## config.mk

```make
export PLATFORM = sky130hd
export DESIGN_NAME = i2s_txclk_gen
export DESIGN_NICKNAME = d
export VERILOG_FILES = /design/src/rtl/i2s_txclk_pkg.sv /design/src/rtl/i2s_txclk_frac.sv /design/src/rtl/i2s_txclk_bitdiv.sv /design/src/rtl/i2s_txclk_gen.sv
export SDC_FILE = /design/constraint.sdc
export NUM_CORES = 1
export LEC_CHECK = 0
export BUFFER_PORTS_ARGS = -buffer_cell sky130_fd_sc_hd__buf_2
export CORE_ASPECT_RATIO = 1.75
export CORE_MARGIN = 3
export CORE_UTILIZATION = 30
export CTS_CLUSTER_DIAMETER = 80
export CTS_CLUSTER_SIZE = 28
export DETAILED_ROUTE_END_ITERATION = 7
export SETUP_SLACK_MARGIN = 0.5
export SKIP_CTS_REPAIR_TIMING = 1
export SYNTH_ARGS = -nofsm -noshare
export SYNTH_HDL_FRONTEND = slang
export SYNTH_SLANG_ARGS = --single-unit
```

## constraint.sdc

```tcl
create_clock -name clk -period 5.2 [get_ports clk]
set_input_delay 0.52 -clock clk [delete_from_list [all_inputs] [get_ports clk]]
set_output_delay 0.52 -clock clk [all_outputs]
set_load 0.1 [all_outputs]
```

## src/rtl/i2s_txclk_pkg.sv

```systemverilog
// Shared types for the I2S transmit clock generator.
package i2s_txclk_pkg;
    typedef enum logic [1:0] {
        SRC_OWN    = 2'd0,
        SRC_RXREF  = 2'd1,
        SRC_RXBCLK = 2'd2,
        SRC_SPARE  = 2'd3
    } src_mode_e;
endpackage

```

## src/rtl/i2s_txclk_frac.sv

```systemverilog
// Fractional X/Y rate stage followed by a divide-by-two toggle.
// Assumes X and Y are stable unless clr is pulsed in the same cycle they change.
module i2s_txclk_frac #(
    parameter int FW = 8
) (
    input  logic          clk,
    input  logic          rst_n,
    input  logic          clr,
    input  logic [FW-1:0] x,
    input  logic [FW-1:0] y,
    output logic          ref_lvl,
    output logic          ref_tick
);
    localparam int AW = FW + 1;

    logic [AW-1:0] acc;
    logic [AW-1:0] sum;
    logic          valid;
    logic          pulse;

    // Accumulate and test against Y.
    always_comb begin
        valid = (x != '0) && (x <= y);
        sum   = acc + {1'b0, x};
        pulse = valid && (sum >= {1'b0, y});
    end

    // Advance the accumulator, toggle the reference, flag its rise.
    always_ff @(posedge clk) begin
        if (!rst_n || clr) begin
            acc      <= '0;
            ref_lvl  <= 1'b0;
            ref_tick <= 1'b0;
        end else begin
            ref_tick <= pulse && !ref_lvl;
            if (pulse) begin
                acc     <= sum - {1'b0, y};
                ref_lvl <= !ref_lvl;
            end else if (valid) begin
                acc <= sum;
            end
        end
    end

    // the strobe marks exactly the rise of the reference
    a_r4_tick_on_rise: assert property (@(posedge clk) disable iff (!rst_n)
        ref_tick |-> $rose(ref_lvl));
    a_r4_rise_has_tick: assert property (@(posedge clk) disable iff (!rst_n)
        $rose(ref_lvl) |-> ref_tick);
    // an invalid ratio never lifts the reference
    a_r3_idle_low: assert property (@(posedge clk) disable iff (!rst_n)
        (!valid && !ref_lvl) |=> !ref_lvl);
    // the accumulator stays below Y while the ratio is valid
    a_r2_acc_bound: assert property (@(posedge clk) disable iff (!rst_n)
        (valid && !clr && (acc < {1'b0, y})) |=> (clr || !valid || acc < {1'b0, y}));
endmodule

```

## src/rtl/i2s_txclk_bitdiv.sv

```systemverilog
// Divides a reference level by N = n_m1 + 1 into a bit clock.
// For N > 1 it counts rising reference edges. High for ceil(N/2), low for floor(N/2).
// For N = 1 it copies the reference with one register of delay.
module i2s_txclk_bitdiv #(
    parameter int DW = 6
) (
    input  logic          clk,
    input  logic          rst_n,
    input  logic          clr,
    input  logic [DW-1:0] n_m1,
    input  logic          src_lvl,
    output logic          bclk
);
    localparam int CW = DW + 1;

    logic [DW-1:0] cnt;
    logic [DW-1:0] cnt_nxt;
    logic [CW-1:0] half;
    logic          src_prev;
    logic          rise;

    // Edge detection, wrap of the counter, and the high-phase length.
    always_comb begin
        rise    = src_lvl && !src_prev;
        cnt_nxt = (cnt == n_m1) ? '0 : cnt + 1'b1;
        half    = ({1'b0, n_m1} + CW'(2)) >> 1;
    end

    // Count reference edges and shape the bit clock.
    always_ff @(posedge clk) begin
        if (!rst_n) begin
            cnt      <= '0;
            src_prev <= 1'b1;
            bclk     <= 1'b0;
        end else if (clr) begin
            cnt      <= n_m1;
            src_prev <= 1'b1;
            bclk     <= 1'b0;
        end else begin
            src_prev <= src_lvl;
            if (n_m1 == '0) begin
                bclk <= src_lvl;
            end else if (rise) begin
                cnt  <= cnt_nxt;
                bclk <= ({1'b0, cnt_nxt} < half);
            end
        end
    end

    // the counter never passes the terminal value
    a_r6_cnt_range: assert property (@(posedge clk) disable iff (!rst_n)
        (!clr && cnt <= n_m1) |=> (clr || cnt <= n_m1));
    // the bit clock moves only on a reference edge when N > 1
    a_r6_hold_between_edges: assert property (@(posedge clk) disable iff (!rst_n)
        (!clr && n_m1 != '0 && !rise) |=> $stable(bclk));
endmodule

```

## src/rtl/i2s_txclk_gen.sv

```systemverilog
// Top of the I2S transmit clock generator. Detects configuration changes,
// picks the bit-clock source, and drives the master clock, bit clock and
// word-select outputs. All logic is in the peripheral clock domain.
// The rx_* inputs are assumed to already be synchronous to clk.
module i2s_txclk_gen
    import i2s_txclk_pkg::*;
#(
    parameter int FW = 8,
    parameter int DW = 6
) (
    input  logic          clk,
    input  logic          rst_n,
    input  logic [2*FW-1:0] rate,
    input  logic [DW-1:0] bit_div,
    input  logic [1:0]    src_mode,
    input  logic          mclk_en,
    input  logic          slave,
    input  logic          rx_ref,
    input  logic          rx_bclk,
    input  logic          rx_ws,
    output logic          ref_tick,
    output logic          mclk_o,
    output logic          mclk_oe,
    output logic          bclk_o,
    output logic          bclk_oe,
    output logic          ws_o
);
    localparam int CFGW = 2 * FW + DW + 2;

    logic [CFGW-1:0] cfg;
    logic [CFGW-1:0] cfg_q;
    logic            clr;
    logic            ref_lvl;
    logic            src_lvl;
    logic            bclk_div;
    logic            four_wire;
    src_mode_e       mode;

    // Configuration snapshot and change detection.
    always_comb begin
        cfg  = {rate, bit_div, src_mode};
        clr  = (cfg != cfg_q);
        mode = src_mode_e'(src_mode);
    end

    // Hold the last configuration seen.
    always_ff @(posedge clk) begin
        if (!rst_n) cfg_q <= '0;
        else        cfg_q <= cfg;
    end

    i2s_txclk_frac #(.FW(FW)) u_frac (
        .clk      (clk),
        .rst_n    (rst_n),
        .clr      (clr),
        .x        (rate[2*FW-1:FW]),
        .y        (rate[FW-1:0]),
        .ref_lvl  (ref_lvl),
        .ref_tick (ref_tick)
    );

    // Choose the reference that the bit divider counts.
    always_comb begin
        four_wire = (mode == SRC_RXBCLK);
        src_lvl   = (mode == SRC_RXREF) ? rx_ref : ref_lvl;
    end

    i2s_txclk_bitdiv #(.DW(DW)) u_bitdiv (
        .clk     (clk),
        .rst_n   (rst_n),
        .clr     (clr),
        .n_m1    (bit_div),
        .src_lvl (src_lvl),
        .bclk    (bclk_div)
    );

    // Output pins and their enables.
    always_comb begin
        mclk_o  = mclk_en && ref_lvl;
        mclk_oe = mclk_en;
        bclk_o  = four_wire ? rx_bclk : bclk_div;
        bclk_oe = !slave;
        ws_o    = four_wire && rx_ws;
    end

    // a configuration change restarts both clocks from low
    a_r11_clean_restart: assert property (@(posedge clk) disable iff (!rst_n)
        clr |=> (!ref_lvl && !bclk_div && !ref_tick));
    // nothing toggles on the first cycle out of reset
    a_r1_reset_quiet: assert property (@(posedge clk)
        !rst_n |=> (!ref_lvl && !bclk_div));
endmodule

```

; After elaboration in Yosys (flattened, before gate mapping)
; Cells that the tools add are included.
; W data, S select, Z words.
[word_totals]
register_bits = 43
input_bits = 31
output_inout_bits = 6
[op_classes]
addsub = 4
order_cmp = 3
n_eq_ne = 5
n_mux = 10
bitwise_logic = 1
n_reduce_logical = 18
[op_table]
columns = op, count
row1 = $mux W6, 4
row2 = $ne A24 B24 Y1, 1
row3 = $mux W9, 2
row4 = $add A9 B8 Y9, 1
row5 = $ge A9 B8 Y1, 1
row6 = $sub A9 B8 Y9, 1
row7 = $le A8 B8 Y1, 1
row8 = $reduce_bool A8 Y1, 1
row9 = $add A6 B2 Y7 const B, 1
row10 = $add A6 B1 Y6 const B, 1
row11 = $eq A6 B6 Y1, 1
row12 = $logic_and A1 B1 Y1, 6
row13 = $logic_not A6 Y1, 1
row14 = $lt A6 B6 Y1, 1
row15 = $reduce_bool A2 Y1, 3
row16 = $logic_not A1 Y1, 4
row17 = $mux W1, 4
row18 = $eq A2 B1 Y1 const B, 1
row19 = $eq A2 B2 Y1 const B, 1
row20 = $ne A2 B2 Y1 const B, 1
row21 = $reduce_and A2 Y1, 1
row22 = $reduce_or A2 Y1, 1
row23 = $logic_or A1 B1 Y1, 1
row24 = $not A1 Y1, 1

; Depth between registers and ports, before layout
; Gate-level depths: netlist (run 1).
[logic_depth]
ltp_word = 6
ltp_mapped = 14
depth_no_buf = 13

; Modules after synthesis
; Synthesis (run 1) repeated with hierarchy kept, for this count alone.
[unflattened]
hier_cells = 362
hier_area_um2 = 3194.3
[modules_own_cells]
columns = mod, instances, cells_per_inst, area_each_um2
row1 = i2s_txclk_frac, 1, 164, 1375.1
row2 = i2s_txclk_gen, 1, 91, 972.2
row3 = i2s_txclk_bitdiv, 1, 107, 847.1

; Least setup slack after synthesis (run 1)
; No wires, ideal clock.
[synth_path]
path_kind = input-to-reg
start = input port rate[8]
end = register u_frac.acc[7]
setup_ps = 121
t_arrival_ps = 3373
required_time_ps = 5079
path_slack_ps = 1706
path_stages = 14
n_path_buf = 1
cell_sequence = ha_1 fa_1 a211oi_2 o21bai_1 a21oi_1 xnor2_1 ha_1 nand4_1 o21ai_0 nor4_4 o21a_2 buf_6 a221oi_2 nor3_2
[synth_via]
elab_chain_cells = 4
[synth_rtl]
columns = element, line_no
row1 = from (decl), i2s_txclk_gen.sv:13  ; input logic [2*FW-1:0] rate,
row2 = $add A9 B8 Y9 (tied with other cells), i2s_txclk_frac.sv:24  ; sum = acc + {1'b0, x};
row3 = $ge A9 B8 Y1 or $logic_and A1 B1 Y1 (tied branches), "i2s_txclk_frac.sv:25, i2s_txclk_frac.sv:23"
row4 = $logic_and A1 B1 Y1, i2s_txclk_frac.sv:25  ; pulse = valid && (sum >= {1'b0, y});
row5 = $mux W9 or $reduce_bool A2 Y1 (tied branches), -
row6 = to (signal assigned), i2s_txclk_frac.sv:37  ; acc <= sum - {1'b0, y};
row7 = to (signal assigned), i2s_txclk_frac.sv:40  ; acc <= sum;
row8 = to (decl), i2s_txclk_frac.sv:16  ; logic [AW-1:0] acc;
; Parallel ways exist; a longest one is shown, timed or not. The select of a mux whose other input is x is not followed.
; A chain may end at the register's enable or synchronous reset.

; Worst setup path in the final report (run 1)
[layout_path]
start = input port rate[8]
end = register u_frac.acc[5]
; The elaborated chain is that of the path after synthesis.

==> out/results.ini, run 1 <==
[yosys]
ys_seq_area_frac = 0.263
synth_top_cell_by_area = dfxtp_1
syn-mean-instance-area_um2 = 8.84
synth-seq-cells = 43
synth_top_area_frac = 0.263
yosys-top-cells-area = dfxtp_1, ha_1, xnor2_1
synth.net_count = 435
synth.distinct_cells = 62
async_flop_share = 0
syn_area_um2 = 3280
synth-main-ff-cell = dfxtp_1
synth_edf_count = 0
ys_warn_count = 0
syn_inst = 371

[placed_design]
gp_congestion = 0.904
port_buffers = 36
dpl.hpwl_um = 6590

[global_routing]
antenna_found_initial = 0
grt_pass1_wl_um = 13100
grt_pass1_vias = 2766
grt_usage = 0.135
grt_max_degree = 20
overflow = 0

[worst_hold_path]
hold_depth = 2
hold_path.class = register to register

[timing]
whs_ps = 474
rsz0062_at_grt = false
worst_pin_slew_ps = 951
fin_skew_ps = 5.23
finalSetupViolCount = 0
fin_crit_sh = 0.702
maxClockFrequency_ghz = 0.274
slew_viol_final = 0
fin_crit_ps = 3650
setup_tns_ps = 0
finalHoldViolCount = 0
slew_headroom = 0.364

[clock_tree]
clk_pin_slew_ps = 60
clock_path_buffers = 2
worstSkewPairLatency_ps = 280
cts.sinks = 43
cts_tree = done
htree_num_levels = 2
cts_buffers = 5
cts_root_buf = clkbuf_16

[routing]
via_per_inst = 5.09
vias = 2688
remaining_drc_errors = 0
wl_per_cell_um = 15.2
firstDrtPassIters = 4
drt_iter0_drc = 76
postRouteAntennaNets = 0
totalWireLength_um = 8050

[floorplan]
core_um2 = 10500
die_w_um = 85.0
initial_core_util = 0.313
rows = 49
pin_count = 37
die_area_um2 = 12300
die_y_um = 144

[pwr]
p_leak_nw = 1.56
p_per_area_nw_per_um2 = 248
ir_drop_mv = 0.121

[finish]
fin_nets = 465
area_growth_pct = 12.0
num_antenna_cells = 0
drive_gt1_frac = 0.187

[run]
maxCapViolations = 0

[worst_setup_path]
cp_max_fo = 8
cp-start-kind = input pin
crit_type = input pin to register
required_ps = 5400
reg2reg_depth = 13
cp.arrival_ps = 3850
critPathCaptureType = register

[run_status]
status = finished, final reports clean

-- layout by cell type (no fill, tap or decap), drive strengths merged, types with 2 or more instances in the layout --
master   n
a211oi   8
a21o     3
a21oi   22
a311oi   6
a31oi    2
and2    18
and3     4
buf     37
clkbuf   5
dfxtp   43
fa       2
ha      31
inv     20
mux2i    2
nand2   21
nand2b   2
nand3   12
nand4   10
nor2    38
nor2b    5
nor3    10
nor3b    2
nor4     8
o211ai   7
o21a     3
o21ai   11
o21ba    2
or3      3
xnor2   23
xor2    23
-- layout make-up --
type,count,area [um2]
Inverter,20,75.1
Timing Repair Buffer,37,188
Multi-Input combinational cell,294,2230
Fill cell,1071,6810
Clock buffer,5,125
Clock inverter,2,37.5
Sequential cell,43,861
Tap cell,127,159
-- critical path, cell delays in order --
cell and delay [ps]:
buf_2 130, ha_1 220, fa_1 440, a211oi_2 330, o21bai_1 120, a21oi_1 190
xnor2_1 120, ha_1 410, nand4_1 160, o21ai_0 330, nor4_4 110, o21ai_2 350
nand3_1 140, a311oi_2 270
-- worst paths after layout --
| check | from | endpoint | slack [ps] |
|---|---|---|---|
| worst max-delay path | rate[8] | u_frac.acc[5]$_SDFFE_PP0P_ | 1550 |
| worst min-delay path | u_frac.acc[2]$_SDFFE_PP0P_ | u_frac.acc[2]$_SDFFE_PP0P_ | 470 |
| worst max register to register | u_frac.acc[0]$_SDFFE_PP0P_ | u_frac.acc[5]$_SDFFE_PP0P_ | 1620 |
| worst min register to register | u_frac.acc[2]$_SDFFE_PP0P_ | u_frac.acc[2]$_SDFFE_PP0P_ | 470 |
-- state kept, by name (all words and copies together) (netlist names) --
register,count
u_bitdiv.bclk,1
u_frac.ref_lvl,1
u_bitdiv.cnt,6
u_frac.acc,9
u_bitdiv.src_prev,1
u_frac.ref_tick,1
cfg_q,24
-- Yosys cell counts (3+ instances only) --
library cell / instances
inv_1: 20
nor4_1: 5
a211oi_2: 5
and2_1: 18
nand2_1: 20
and3_1: 4
xor2_1: 23
ha_1: 31
buf_6: 7
nand4_1: 10
a311oi_2: 6
dfxtp_1: 43
a211oi_1: 3
a21o_1: 3
nor2b_1: 5
a21oi_1: 22
nor2_2: 3
o21ai_0: 6
xnor2_1: 23
nor2_1: 35
o21ai_1: 4
nand3_1: 12
o211ai_1: 7
nor3_1: 7
-- routing by layer --
layer  GRT usage  part of all wire  up-vias
met5           0                 0        -
met4      0.0592             0.021        0
met3      0.0177             0.018       10
met2       0.275              0.58       24
met1       0.132              0.38     1280
li1            -                 -     1374
-- kinds of logic (layout without fill, tap and decap cells) --
family | Yosys count | in the layout | synth area share
XOR/XNOR | 46 | 46 | 0.123
adder cells (fa/ha/maj) | 33 | 33 | 0.131
AO/OA/AOI/OAI | 74 | 74 | 0.176
multiplexers | 3 | 3 | 0.00954
AND/OR/NAND/NOR | 138 | 138 | 0.240
flip-flops | 43 | 43 | 0.263
buffers and inverters | 34 | 64 | 0.0580
-- metrics by stage --
stage	utilization	total power, mW	cells	setup WS, ps	instance area (um2)
floorplan	-	0.514	371	1710	3280
global placement	0.335	0.561	521	1360	3510
detailed placement	0.335	0.567	521	1270	3510
CTS	0.350	0.921	528	1550	3670
global route	0.350	0.955	528	1260	3670
finish	0.350	0.910	528	1550	3670
-- where the power goes --
group | switching, mW | leakage (nW) | internal [mW] | total [mW]
registers | 0.00743 | 0.355 | 0.342 | 0.349
logic | 0.128 | 1.13 | 0.0810 | 0.209
clock network | 0.128 | 0.0759 | 0.224 | 0.351
total | 0.263 | 1.56 | 0.647 | 0.910
Note: power is estimated with default switching activity, not from simulation.
==> run 2: changes to the inputs <==
==> constraint.sdc (replaced) <==
create_clock -name clk -period 3.2 [get_ports clk]
set_input_delay 0.32 -clock clk [delete_from_list [all_inputs] [get_ports clk]]
set_output_delay 0.32 -clock clk [all_outputs]
set_load 0.1 [all_outputs]
==> out/results.ini, run 2 (same netlist as run 1, synthesis figures left out) <==
[run_status]
status = complete, but fails checks
violations = negative setup slack

[timing]
finalHoldViolCount = 0
maxClockFrequency_ghz = 0.310
worst_pin_slew_ps = 547
slew_headroom = 0.635
fin_crit_sh = 1.01
fin_skew_ps = 4.42
setup_tns_ps = -40.2
whs_ps = 285
fin_crit_ps = 3230
rsz0062_at_grt = true
layout_setup_ws_ps = -25.8
finalSetupViolCount = 3
slew_viol_final = 0

[pwr]
power.total_mw = 1.61
p_leak_nw = 1.73
p_per_area_nw_per_um2 = 405
ir_drop_mv = 0.229

[global_routing]
antenna_found_initial = 0
grt_pass1_vias = 2801
grt_usage = 0.136
grt_max_degree = 20
grt_pass1_wl_um = 13300
overflow = 0

[clock_tree]
cts_tree = done
clock_path_buffers = 2
htree_num_levels = 2
cts_root_buf = clkbuf_16
worstSkewPairLatency_ps = 290
cts_buffers = 5
cts.sinks = 43
clk_pin_slew_ps = 60

[finish]
mostFrequentLayoutCell = dfxtp_1
multi_input_area_um2 = 2280
finalNonFillerCells = 560
num_antenna_cells = 0
drive_gt1_frac = 0.261
fin_nets = 496
area_growth_pct = 21.6
biggestRegsByFlops = cfg_q x24, u_frac.acc x9, u_bitdiv.cnt x6
seq_area_um2 = 862
post-route-util = 0.380
largest_register_ffs = 24
layout_common_cells = dfxtp_1, buf_2, nor2_1
largest-register = cfg_q
fin_area_um2 = 3990
n_fill_cell = 1075

[placed_design]
port_buffers = 36
gp_congestion = 0.919
pre_cts_ws_ps = -200
dpl.hpwl_um = 6840
dp_cells = 549
dpl_cell_area_um2 = 3740

[worst_setup_path]
cp.arrival_ps = 3420
worstReg2RegStart = u_frac.acc[0]$_SDFFE_PP0P_
required_ps = 3400
critPathCaptureType = register
crit_path_start = u_frac.acc[0]$_SDFFE_PP0P_
crit_type = register to register
cp_max_fo = 5
cp-start-kind = register

[worst_hold_path]
min_from = src_mode[0]
hold_path.class = input pin to register

[routing]
wl_per_cell_um = 14.8
totalWireLength_um = 8310
remaining_drc_errors = 0
drt_iter0_drc = 100
vias = 2796
postRouteAntennaNets = 0
firstDrtPassIters = 6
via_per_inst = 4.99

[floorplan]
die_area_um2 = 12300
die_w_um = 85.0
initial_core_util = 0.313
rows = 49
core_um2 = 10500
die_y_um = 144
pin_count = 37

[run]
maxCapViolations = 0

## run 2: path summary, 6_finish.rpt
| check | slack, ps | to | cells past startpoint |
|---|---|---|---|
| max | -30 | u_frac.acc[0]$_SDFFE_PP0P_ | 13 |
| min | 280 | cfg_q[0]$_SDFF_PN0_ | 2 |
| max reg2reg | -30 | u_frac.acc[0]$_SDFFE_PP0P_ | 13 |
| min reg2reg | 460 | u_frac.acc[2]$_SDFFE_PP0P_ | 2 |
## run 2: worst max-delay path: stages (launching register included)
cell	delay [ps]
dfxtp_2	340
ha_4	160
fa_2	370
a211oi_4	240
o21bai_1	90
a21oi_1	170
xnor2_1	160
ha_1	300
a21oi_2	150
nand2_1	70
o211ai_1	410
o21a_2	310
nand2_1	90
a311oi_2	250
## run 2: layer usage
metal / GRT usage / wire length (um)
met2: 0.277 / 4760
met5: 0 / 0
met4: 0.0717 / 349
met3: 0.0148 / 165
met1: 0.130 / 3030
## run 2: cell type report
cell class / count / share of cell area
multi-input cells: 295 / 0.572
inverters: 20 / 0.0188
well taps: 127 / 0.0398
clock buffers: 5 / 0.0314
flip-flops and latches: 43 / 0.216
clock inverters: 3 / 0.0169
repair buffers: 67 / 0.104
## run 2: power by group
part           total, mW  switching [mW]  internal, mW
registers          0.568          0.0122         0.556
logic              0.382           0.219         0.163
clock network      0.665           0.218         0.447
